<file path="config.mk">
export PLATFORM = sky130hd
export DESIGN_NAME = prog_divider_offset
export DESIGN_NICKNAME = d
export VERILOG_FILES = /design/src/rtl/divsyn_pkg.sv /design/src/rtl/div_offset_adder.sv /design/src/rtl/div_ratio_floor.sv /design/src/rtl/div_down_counter.sv /design/src/rtl/prog_divider_offset.sv
export SDC_FILE = /design/constraint.sdc
export NUM_CORES = 1
export LEC_CHECK = 0
export BUFFER_PORTS_ARGS = -buffer_cell sky130_fd_sc_hd__clkbuf_2
export CORE_ASPECT_RATIO = 1.75
export CORE_UTILIZATION = 52
export CTS_CLUSTER_DIAMETER = 150
export DETAILED_ROUTE_END_ITERATION = 8
export PLACE_DENSITY = 0.76
export RECOVER_POWER = 100
export SKIP_LAST_GASP = 1
export SLEW_MARGIN = 20
export SYNTH_ARGS = -nofsm -noshare
export SYNTH_HDL_FRONTEND = slang
export SYNTH_SLANG_ARGS = --single-unit
export TNS_END_PERCENT = 1
</file>
<file path="constraint.sdc">
create_clock -name clk -period 3.85 [get_ports clk]
set_input_delay 0.385 -clock clk [delete_from_list [all_inputs] [get_ports clk]]
set_output_delay 0.385 -clock clk [all_outputs]
set_load 0.01 [all_outputs]
</file>
<file path="src/rtl/divsyn_pkg.sv">
// Package divsyn_pkg
// Shared defaults and types for the feedback divider.
// Assumes the offset is smaller than the largest ratio.
package divsyn_pkg;
    localparam int DIV_WORD_W   = 14;
    localparam int DIV_OFFSET   = 856;
    localparam int DIV_MIN_N    = 2;

    typedef logic [DIV_WORD_W-1:0] div_word_t;
endpackage

</file>
<file path="src/rtl/div_offset_adder.sv">
// Module div_offset_adder
// Adds a fixed offset to the division word when enabled and clamps the
// result to the largest W-bit value instead of letting it wrap.
// Assumes OFFSET < 2**W. Purely combinational.
module div_offset_adder #(
    parameter int W      = 14,
    parameter int OFFSET = 856
) (
    input  logic [W-1:0] word_in,
    input  logic         add_en,
    output logic [W-1:0] sum_out
);
    localparam logic [W:0]   OFF_V = (W+1)'(OFFSET);
    localparam logic [W-1:0] SAT_V = {W{1'b1}};

    generate
        if (OFFSET == 0) begin : g_no_offset
            // Purpose: no offset configured, pass the word straight through
            always_comb sum_out = word_in;
        end else begin : g_offset
            logic [W:0] wide_sum;
            // Purpose: widen, add the offset, clamp on carry out
            always_comb begin
                wide_sum = {1'b0, word_in} + (add_en ? OFF_V : '0);
                sum_out  = wide_sum[W] ? SAT_V : wide_sum[W-1:0];
            end
        end
    endgenerate
endmodule

</file>
<file path="src/rtl/div_ratio_floor.sv">
// Module div_ratio_floor
// Raises any ratio below MIN_N to MIN_N so the counter never stalls.
// Assumes MIN_N >= 2 and MIN_N < 2**W. Purely combinational.
module div_ratio_floor #(
    parameter int W     = 14,
    parameter int MIN_N = 2
) (
    input  logic [W-1:0] ratio_in,
    output logic [W-1:0] ratio_out
);
    localparam logic [W-1:0] MIN_V = W'(MIN_N);

    // Purpose: clamp small ratios up to the minimum
    always_comb ratio_out = (ratio_in < MIN_V) ? MIN_V : ratio_in;
endmodule

</file>
<file path="src/rtl/div_down_counter.sv">
// Module div_down_counter
// Counts the remaining cycles down to zero. At zero it reloads N-1 and
// raises the pulse for one cycle, so the period is exactly N.
// Assumes ratio_n >= MIN_N >= 2. Reset is synchronous and active low.
module div_down_counter #(
    parameter int W     = 14,
    parameter int MIN_N = 2
) (
    input  logic         clk,
    input  logic         rst_n,
    input  logic [W-1:0] ratio_n,
    output logic         pulse
);
    logic [W-1:0] count;
    logic [W-1:0] reload_v;

    // Purpose: the preset value is one less than the ratio
    always_comb reload_v = ratio_n - W'(1);

    // Purpose: decrement, reload at terminal count, flag the reload
    always_ff @(posedge clk) begin
        if (!rst_n) begin
            count <= reload_v;
            pulse <= 1'b0;
        end else if (count == '0) begin
            count <= reload_v;
            pulse <= 1'b1;
        end else begin
            count <= count - W'(1);
            pulse <= 1'b0;
        end
    end

    AST_PULSE_SINGLE: assert property (@(posedge clk) disable iff (!rst_n)
        pulse |=> !pulse);
    AST_COUNT_STEPS: assert property (@(posedge clk) disable iff (!rst_n)
        (count != '0) |=> (count == $past(count) - W'(1)));
    AST_RELOAD_MIN: assert property (@(posedge clk) disable iff (!rst_n)
        pulse |-> (count >= W'(MIN_N - 1)));
    AST_PULSE_AFTER_ZERO: assert property (@(posedge clk) disable iff (!rst_n)
        (count == '0) |=> pulse);
endmodule

</file>
<file path="src/rtl/prog_divider_offset.sv">
// Module prog_divider_offset
// Feedback divider for a synthesizer loop. The ratio is the division
// word, plus a fixed offset when tx_rx_sel is low, clamped at both ends.
// The counter samples the ratio only at a reload.
// Assumes a single clock domain for the inputs.
module prog_divider_offset
    import divsyn_pkg::*;
#(
    parameter int W      = DIV_WORD_W,
    parameter int OFFSET = DIV_OFFSET,
    parameter int MIN_N  = DIV_MIN_N
) (
    input  logic         clk,
    input  logic         rst_n,
    input  logic [W-1:0] div_word,
    input  logic         tx_rx_sel,
    output logic         div_pulse
);
    logic [W-1:0] n_sum;
    logic [W-1:0] n_eff;

    div_offset_adder #(.W(W), .OFFSET(OFFSET)) i_adder (
        .word_in (div_word),
        .add_en  (!tx_rx_sel),
        .sum_out (n_sum)
    );

    div_ratio_floor #(.W(W), .MIN_N(MIN_N)) i_floor (
        .ratio_in  (n_sum),
        .ratio_out (n_eff)
    );

    div_down_counter #(.W(W), .MIN_N(MIN_N)) i_counter (
        .clk     (clk),
        .rst_n   (rst_n),
        .ratio_n (n_eff),
        .pulse   (div_pulse)
    );

    AST_SUM_NO_WRAP: assert property (@(posedge clk) disable iff (!rst_n)
        n_sum >= div_word);
    AST_RAW_WHEN_HIGH: assert property (@(posedge clk) disable iff (!rst_n)
        (tx_rx_sel && div_word >= W'(MIN_N)) |-> (n_eff == div_word));
    AST_RATIO_FLOOR: assert property (@(posedge clk) disable iff (!rst_n)
        n_eff >= W'(MIN_N));
endmodule

</file>
==> flow_summary.ini, run 1 <==
[setup_path]
critPathCaptureType = flop
slowest_delay_ns = 0.48
timing.critical_path.required_ns = 3.97
path_delay_family = simple AND/OR/NAND/NOR gates
worstSetupPathType = in -> reg
cp_num_buf_inv = 2
path_max_fanout = 6
path_cells = clkbuf_2 -> inv_1 -> ha_1 -> fa_1 -> nor2_1 -> o31ai_1 -> nor3_1 -> and4_1 -> and2_4 -> o21bai_4 -> ha_1 -> nand2b_1 -> nor3_2 -> o21ai_0 -> a21oi_1 -> xor2_1 -> a22oi_1
arrival_ns = 3.64
crit_path_frequent_cell = ha_1
startpoint_type = input pin
critPathSlowestCell = fa_1

[cells_and_area]
num_antenna_cells = 0
drive_above_1_share_pct = 21.8
area_growth_pct = 15.0
fillers = 230
num-nets-final = 223

[min_path]
hold_class = in -> reg

[synthesis]
ys_async_sr_fraction_pct = 0
yosys_warnings = 0
yosysTopAreaCell = dfxtp_1
synth.top_cell.area_share_pct = 21.4
synthTopCellsByCount = 16 x nand2_1, 15 x dfxtp_1, 14 x nor3_1, 14 x xor2_1, 12 x xnor2_1
synthesis.area_um2 = 1400
ys_types = 47
ys_seq_area_share_pct = 21.4
syn_nets = 194
yosys.cell_count.top_type = nand2_1
ys_seq_elements = 15
synth.area.top_cells = dfxtp_1 21%, xor2_1 8.7%, xnor2_1 7.5%
synth_area_per_cell_um2 = 8.30
synth_edf_count = 0
syn_inst = 169
ys.flop_type = dfxtp_1

[timing]
period_share_pct = 91.4
setup_violations = 0
slew_violations = 0
finalHoldViolCount = 0
fin_hold_ws_ns = 0.347
timing.final.ws_setup_ns = 0.330
fin_worst_skew_ns = 0.000723
worst_slew_pin_slew_ns = 0.691
fmax_mhz = 284
relSlewSlack_pct = 53.5
rsz0062_at_grt = no
min_period_ns = 3.52

[floorplanning]
placement_rows = 24
die_w_um = 41.3
die_h_um = 70.7
start_util_pct = 55.6
core_um2 = 2520
ios = 18
dieArea_um2 = 2920

[global_routing]
met2_usage_pct = 48.4
grt-ovfl-total = 0
use_met3_pct = 0.627
grt_max_degree = 21
grt_pass1_vias = 1374
busiest_layer = met2
grt_use_total_pct = 25.7
use_met1_pct = 24.6
antenna_found_initial = 0
grt_pass1_wl_mm = 5.40

[power]
leakagePower_nw = 0.654
p_switching_mw = 0.173
power.sequential.fraction_pct = 40.2
internal-power_mw = 0.343
total_power_mw = 0.517
switching_share_pct = 33.6
cellPowerDensity_nw_per_um2 = 321
combPwrFrac_pct = 35.5
vdd_drop_max_uv = 124
clock_power_share_pct = 24.3

[clocking]
clk_pin_slew_ns = 0.06
cts-root-buf = clkbuf_8
cts_tree = done
cts.sinks = 15
cts_hold_buffers = 0
numCtsBuffers = 3
clkLatencyLatePin_ns = 0.24
cts_max_level = 1
clk_path_buf_depth = 2

[placed_design]
gp_congestion = 0.903
dp_slack_ns = -0.0693
portBuffers = 17
dpl.hpwl_mm = 2.75

[routing]
wl_per_cell_um = 15.1
wirelength_mm = 3.38
ant_nets = 0
vias = 1321
drc = 0
avgViaCountPerCell = 5.92
first_pass_iters = 4
drt_iter0_markers = 22

[outcome]
status = finished, final reports clean

[job]
drv_cap = 0
worst reg2reg max path, cell delays in order, from the launching register on:
cell and delay, ns:
dfxtp_1 0.33, nor4_1 0.63, nand4_1 0.26, nor3_1 0.23, nor2b_1 0.07, buf_4 0.21, nor4b_1 0.40, a21oi_1 0.08
cells by family (layout without fill, tap and decap cells):
logic type	Yosys count	in the layout	share of synthesized area [%]
xor gates and xnor gates	26	26	16.2
adders and majority gates	8	8	7.67
AOI/OAI and AO/OA	38	38	21.5
DFF	15	15	21.4
buffers and inverters	11	39	4.55
and+or+nand+nor	66	66	25.0
muxes	5	5	3.66
worst paths after layout:
check,start,endpoint,slack [ns],depth (start not counted)
worst min register to register,i_counter.count[5]$_DFF_P_,i_counter.count[5]$_DFF_P_,0.52,2
worst max register to register,i_counter.count[4]$_DFF_P_,i_counter.count[4]$_DFF_P_,1.51,7
worst max-delay path,tx_rx_sel,i_counter.count[6]$_DFF_P_,0.33,17
worst min-delay path,rst_n,i_counter.count[12]$_DFF_P_,0.35,2
what timing repair did:
action,4_1_cts,5_1_grt
resized for setup,0,2
hold endpoints to repair,0,0
endpoints found under the setup margin,0,1
buffers inserted,0,0
power groups by stage:
stage                     clock network, mW  registers, mW  logic (mW)
final                                 0.125          0.208       0.184
after global routing                  0.136          0.212       0.203
after CTS                             0.127          0.208       0.182
after detailed placement                  0          0.211       0.181
after global placement                    0          0.210       0.172
after floorplan                           0          0.206       0.131
stage by stage:
step	TNS, ns	util [%]	instances	cell area (µm²)
final	0	63.9	223	1610
after global routing	0	63.9	223	1610
after CTS	0	64.0	223	1610
after detailed placement	-0.0693	62.2	219	1570
after global placement	0	62.2	219	1570
after floorplan	0	-	169	1400
final cells by class:
| cell class | instances | area [µm²] | area share (%) |
|---|---|---|---|
| Multi-Input combinational cell | 143 | 1050 | 65.1 |
| Inverter | 6 | 22.5 | 1.40 |
| Clock buffer | 4 | 45.0 | 2.79 |
| Timing Repair Buffer | 29 | 163 | 10.1 |
| Tap cell | 26 | 32.5 | 2.02 |
| Sequential cell | 15 | 300 | 18.6 |
registers in the layout, indices dropped and copies added (netlist names):
name             count
i_counter.count     14
i_counter.pulse      1
cell usage in the layout, fill, tap and decap left out, types with 2 or more instances in the layout:
master / n
inv_1: 6
nor4_1: 2
nor2_1: 10
o21ai_0: 6
o21ai_1: 2
nand3b_1: 2
nand2_1: 16
nor3_1: 13
dfxtp_1: 15
clkbuf_8: 3
nand3_1: 4
clkbuf_2: 16
a21o_2: 2
a21oi_1: 9
buf_4: 9
a32oi_1: 2
xor2_1: 14
nor3b_1: 4
ha_1: 7
nand4_1: 3
clkbuf_1: 5
a22oi_1: 4
xnor2_1: 12
mux2i_1: 4
a211oi_2: 2
metal layers:
metal | wire, µm | vias up
met3 | 57 | 6
met5 | 0 | -
met1 | 1240 | 619
met4 | 63 | 0
met2 | 2010 | 22
li1 | - | 674
Note: power is estimated with default switching activity, not from simulation.
==> inputs of run 2 (changes only) <==
- CORE_MARGIN: default -> 8
- RECOVER_POWER: 100 -> default
==> flow_summary.ini, run 2 (same netlist as run 1, synthesis figures left out) <==
[placed_design]
portBuffers = 17
dpl.hpwl_mm = 2.84
place_area_um2 = 1570
gp_congestion = 0.917
place_inst = 220

[cells_and_area]
reg_top3 = i_counter.count (14), i_counter.pulse (1)
final_common_cell = clkbuf_2
largest_reg_flops = 14
num-nets-final = 223
fillers = 245
final_cells = 224
design_area_um2 = 1630
area_growth_pct = 16.0
num_antenna_cells = 0
drive_above_1_share_pct = 23.9
top_register = i_counter.count
layout_common_cells = 17 x clkbuf_2, 16 x nand2_1, 15 x dfxtp_1

[setup_path]
startpoint_type = input pin
slowest_delay_ns = 0.33
worstSetupPathType = in -> reg
timing.critical_path.required_ns = 3.97
path_cells = clkbuf_2 -> inv_1 -> ha_1 -> fa_1 -> a31oi_2 -> o31ai_2 -> nor3b_1 -> nor3_1 -> and4_1 -> and2_4 -> nor3_1 -> ha_1 -> nand2b_1 -> nor3_2 -> o21ai_0 -> a21oi_1 -> xor2_1 -> a22oi_1
r2r_slack_ns = 1.54
critPathSlowestCell = nor3b_1
critPathCaptureType = flop
r2r_cells = 7
arrival_ns = 3.69
rr_endpoint = i_counter.count[4]$_DFF_P_
path_max_fanout = 6
rr_startpoint = i_counter.count[4]$_DFF_P_

[timing]
finalHoldViolCount = 0
rsz0062_at_grt = no
setup_violations = 0
min_period_ns = 3.57
fin_worst_skew_ns = 0.00121
fin_tns_setup_ns = 0
slew_violations = 0
period_share_pct = 92.7
relSlewSlack_pct = 60.9
worst_slew_pin_slew_ns = 0.581
fmax_mhz = 280
fin_hold_ws_ns = 0.349

[clocking]
cts-root-buf = clkbuf_8
cts_tree = done
clk_pin_slew_ns = 0.06
cts_hold_buffers = 0
cts.sinks = 15
clk_path_buf_depth = 2
numCtsBuffers = 3
cts_max_level = 1
clkLatencyLatePin_ns = 0.24

[power]
leakagePower_nw = 0.669
clock_power_share_pct = 24.0
combPwrFrac_pct = 35.5
switching_share_pct = 33.1
internal-power_mw = 0.344
power.sequential.fraction_pct = 40.5
vdd_drop_max_uv = 160
p_switching_mw = 0.170
cellPowerDensity_nw_per_um2 = 316

[routing]
drc = 0
avgViaCountPerCell = 5.96
drt_iter0_markers = 22
wirelength_mm = 3.37
ant_nets = 0
wl_per_cell_um = 15.0
first_pass_iters = 4
vias = 1336

[global_routing]
grt-ovfl-total = 0
grt_max_degree = 21
grt_pass1_wl_mm = 5.84
grt_use_total_pct = 14.7
antenna_found_initial = 0
grt_pass1_vias = 1458

[floorplanning]
dieArea_um2 = 4680
die_w_um = 55.3
placement_rows = 25
ios = 18
start_util_pct = 53.4
die_h_um = 84.7
core_um2 = 2630

[outcome]
status = finished, final reports clean

[min_path]
hold_depth = 2
hold_end = i_counter.count[12]$_DFF_P_
hold_class = in -> reg
hp-start = rst_n

[job]
drv_cap = 0
## run 2: metrics by stage
step / power, mW / worst slack (ns) / utilization (%)
final: 0.514 / 0.279 / 61.9
after global routing: 0.551 / 0.0614 / 61.9
after CTS: 0.516 / 0.149 / 61.5
after detailed placement: 0.391 / -0.0823 / 59.8
after global placement: 0.382 / 0.106 / 59.8
after floorplan: 0.337 / 0.191 / -
## run 2: per-layer routing
metal / wire [µm] / up-vias / GRT usage (%)
li1: - / 671 / -
met2: 2010 / 18 / 29.9
met5: 0 / - / 0
met1: 1150 / 638 / 11.9
met3: 75 / 9 / 2.57
met4: 131 / 0 / 9.23
## run 2: worst max-delay path by stage
stage               depth (start not counted)                         end  slack (ns)      start
floorplan                                  18  i_counter.count[6]$_DFF_P_        0.19  tx_rx_sel
global placement                           18  i_counter.count[6]$_DFF_P_        0.11  tx_rx_sel
detailed placement                         18  i_counter.count[6]$_DFF_P_       -0.08  tx_rx_sel
CTS                                        18  i_counter.count[6]$_DFF_P_        0.15  tx_rx_sel
global route                               18  i_counter.count[6]$_DFF_P_        0.06  tx_rx_sel
finish                                     18  i_counter.count[6]$_DFF_P_        0.28  tx_rx_sel
## run 2: layout make-up
class,instances,area [µm²],area share [%]
clock buffer,4,45.0,2.77
sequential,15,300,18.5
inverter,6,22.5,1.38
multi-input combinational,143,1050,64.5
timing repair buffer,29,175,10.8
tap,27,33.8,2.08
## run 2: worst max-delay path, delay by kind of cell
| kind | cells | cell delay, ns |
|---|---|---|
| simple gates | 7 | 1.25 |
| compound gates | 5 | 0.88 |
| buf+inv | 2 | 0.26 |
| fa+ha+maj | 3 | 0.74 |
| xor+xnor | 1 | 0.19 |
## run 2: repair_timing
action / in CTS / in global routing
gates resized for setup: 0 / 2
buffers inserted: 0 / 0
endpoints found under the setup margin: 0 / 1
## run 2: power by group through the flow
stage          Sequential, mW  Clock (mW)  Combinational [mW]
3_5_place_dp            0.212           0               0.179
3_3_place_gp            0.210           0               0.172
2_1_floorplan           0.206           0               0.131
4_1_cts                 0.209       0.126               0.181
5_1_grt                 0.213       0.136               0.202
6_report                0.208       0.123               0.182
==> inputs of run 3 (changes only) <==
- ABC_AREA: default -> 1
- CORE_UTILIZATION: 52 -> 64
- PLACE_DENSITY: 0.76 -> 0.85
- clock period: 3.85 -> 4.4 ns (I/O delays scaled with it)
==> flow_summary.ini, run 3 <==
[cells_and_area]
num-nets-final = 324
drive_above_1_share_pct = 24.5
largest_reg_flops = 14
final_util_pct = 72.3
top_register = i_counter.count
fillers = 257
area_growth_pct = 8.89
final_common_cell = nand2_1
layout_common_cells = 72 x nand2_1, 31 x inv_1, 30 x nor2_1
reg_top3 = i_counter.count (14), i_counter.pulse (1)
num_antenna_cells = 0

[clocking]
cts_max_level = 1
numCtsBuffers = 3
post-cts-setup-buffers = 0
clk_pin_slew_ns = 0.06
cts.sinks = 15
cts_hold_buffers = 0
cts_tree = done
clk_path_buf_depth = 2
clkLatencyLatePin_ns = 0.26
cts_resized = 0
cts-root-buf = clkbuf_8

[setup_path]
r2r_slack_ns = 2.30
rr_endpoint = i_counter.count[9]$_DFF_P_
path_delay_family = simple AND/OR/NAND/NOR gates
startpoint_type = input pin
critPathSlowestCell = fa_1
crit_path_end = i_counter.count[12]$_DFF_P_
crit_path_frequent_cell = nand2_1
rr_startpoint = i_counter.count[0]$_DFF_P_
slowest_delay_ns = 0.41
worstSetupStartpoint = tx_rx_sel
path_cells = clkbuf_2 -> inv_1 -> ha_1 -> fa_1 -> nand3_1 -> nand2_1 -> nand3_1 -> nand2_1 -> nand2_1 -> nand3_2 -> nor2_2 -> nand3_4 -> nand2_1 -> ha_1 -> nand2_2 -> nor2_2 -> nand2_1 -> nand2_1 -> nand2_1 -> nand2_1 -> nand2_1 -> a22oi_1
path_depth = 22
critPathCaptureType = flop
cp_num_buf_inv = 2
path_max_fanout = 6
arrival_ns = 3.18
worstSetupPathType = in -> reg
timing.critical_path.required_ns = 4.58
r2r_cells = 11

[placed_design]
dp_slack_ns = 1.12
portBuffers = 17
dpl.hpwl_mm = 3.44
gp_congestion = 0.897

[routing]
wl_per_cell_um = 12.4
wirelength_mm = 4.05
first_pass_iters = 4
ant_nets = 0
drt_iter0_markers = 40
drc = 0
vias = 1726
avgViaCountPerCell = 5.31

[timing]
worst_slew_pin_slew_ns = 0.409
rsz0062_at_grt = no
period_share_pct = 68.2
timing.final.ws_setup_ns = 1.40
fin_tns_setup_ns = 0
relSlewSlack_pct = 72.7
fmax_mhz = 333
finalHoldViolCount = 0
min_period_ns = 3.00
slew_violations = 0
fin_worst_skew_ns = 0.00560
setup_violations = 0

[synthesis]
synth.top_cell.area_share_pct = 16.8
synthTopCellsByCount = 72 x nand2_1, 31 x inv_1, 30 x nor2_1
synth_area_per_cell_um2 = 6.43
syn_inst = 278
ys_seq_area_share_pct = 16.8
ys_types = 34
synth_edf_count = 0
synth.area.top_cells = dfxtp_1 17%, nand2_1 15%, inv_1 6.5%
ys.flop_type = dfxtp_1
ys_async_sr_fraction_pct = 0
yosysTopAreaCell = dfxtp_1
syn_nets = 303
synthesis.area_um2 = 1790
yosys.cell_count.top_type = nand2_1
yosys_warnings = 0
ys_seq_elements = 15

[global_routing]
grt_max_degree = 17
grt-ovfl-total = 0
grt_pass1_wl_mm = 6.87
antenna_found_initial = 0
grt_use_total_pct = 17.4
grt_pass1_vias = 1797

[min_path]
hold_depth = 1
hold_class = reg -> reg

[outcome]
status = finished, final reports clean

[power]
cellPowerDensity_nw_per_um2 = 254
leakagePower_nw = 1.00
vdd_drop_max_uv = 136

[job]
drv_cap = 0

[floorplanning]
die_w_um = 55.9
core_um2 = 2690
ios = 18
die_h_um = 85.9
dieArea_um2 = 4800
start_util_pct = 66.4
placement_rows = 25
run 3: cell count changes after synthesis, sizes merged, moves of 7 or more:
cell,change
inv,+34
nor3,-8
a21oi,-7
nand3,+24
nand2,+73
nor2,+37
run 3: power by group:
group          leakage [nW]  switching, mW  internal [mW]
Clock                0.0228         0.0505         0.0643
Combinational         0.852          0.123         0.0787
Sequential            0.126         0.0182          0.160
Total                  1.00          0.192          0.303
run 3: worst reg2reg max path, stage by stage, from the launching register on:
cell     delay [ns]
dfxtp_1        0.31
inv_1          0.07
ha_1           0.21
nand2_1        0.11
nor2_1         0.17
inv_1          0.07
nor3_1         0.22
nand2_1        0.10
nand2_2        0.20
inv_1          0.25
o21ai_0        0.19
nand2_1        0.09
run 3: how the worst min path moves through the flow:
stage | end | start | slack [ns]
6_report | i_counter.count[0]$_DFF_P_ | i_counter.count[0]$_DFF_P_ | 0.46
5_1_grt | i_counter.count[0]$_DFF_P_ | i_counter.count[0]$_DFF_P_ | 0.48
4_1_cts | i_counter.pulse$_SDFF_PN0_ | rst_n | 0.46
3_5_place_dp | i_counter.count[0]$_DFF_P_ | i_counter.count[0]$_DFF_P_ | 0.45
3_3_place_gp | i_counter.count[0]$_DFF_P_ | i_counter.count[0]$_DFF_P_ | 0.44
2_1_floorplan | i_counter.count[0]$_DFF_P_ | i_counter.count[0]$_DFF_P_ | 0.43
run 3: cell type report:
cell class	instances	area [µm²]	area share, %
tap	27	33.8	1.74
sequential	15	300	15.4
clock buffer	4	45.0	2.32
timing repair buffer	17	85.1	4.37
multi-input combinational	222	1330	68.2
inverter	40	155	7.97
run 3: cell families (layout without fill, tap and decap cells):
family,after synthesis,count (layout),synth area share [%]
AOI/OAI and AO/OA,19,19,6.02
xor gates and xnor gates,16,16,7.84
adders and majority gates,8,8,6.02
buffers and inverters,41,61,8.96
DFF,15,15,16.8
muxes,1,1,0.560
and+or+nand+nor,178,178,53.8
run 3: routing by layer:
layer / global-route usage [%] / part of all wire (%) / vias up
met1: 12.6 / 34 / 753
met5: 0 / 0 / -
met4: 15.6 / 6.7 / 0
met3: 2.07 / 1.9 / 23
met2: 36.0 / 58 / 37
li1: - / - / 913
run 3: through the flow:
stage               hold WS, ns  std cells  power [mW]  cell area, µm²
floorplan                 0.426        278       0.339            1790
detailed placement        0.449        321       0.379            1900
finish                    0.457        325       0.495            1950
CTS                       0.461        325       0.496            1950
global route              0.485        325       0.527            1950
global placement          0.441        321       0.376            1900
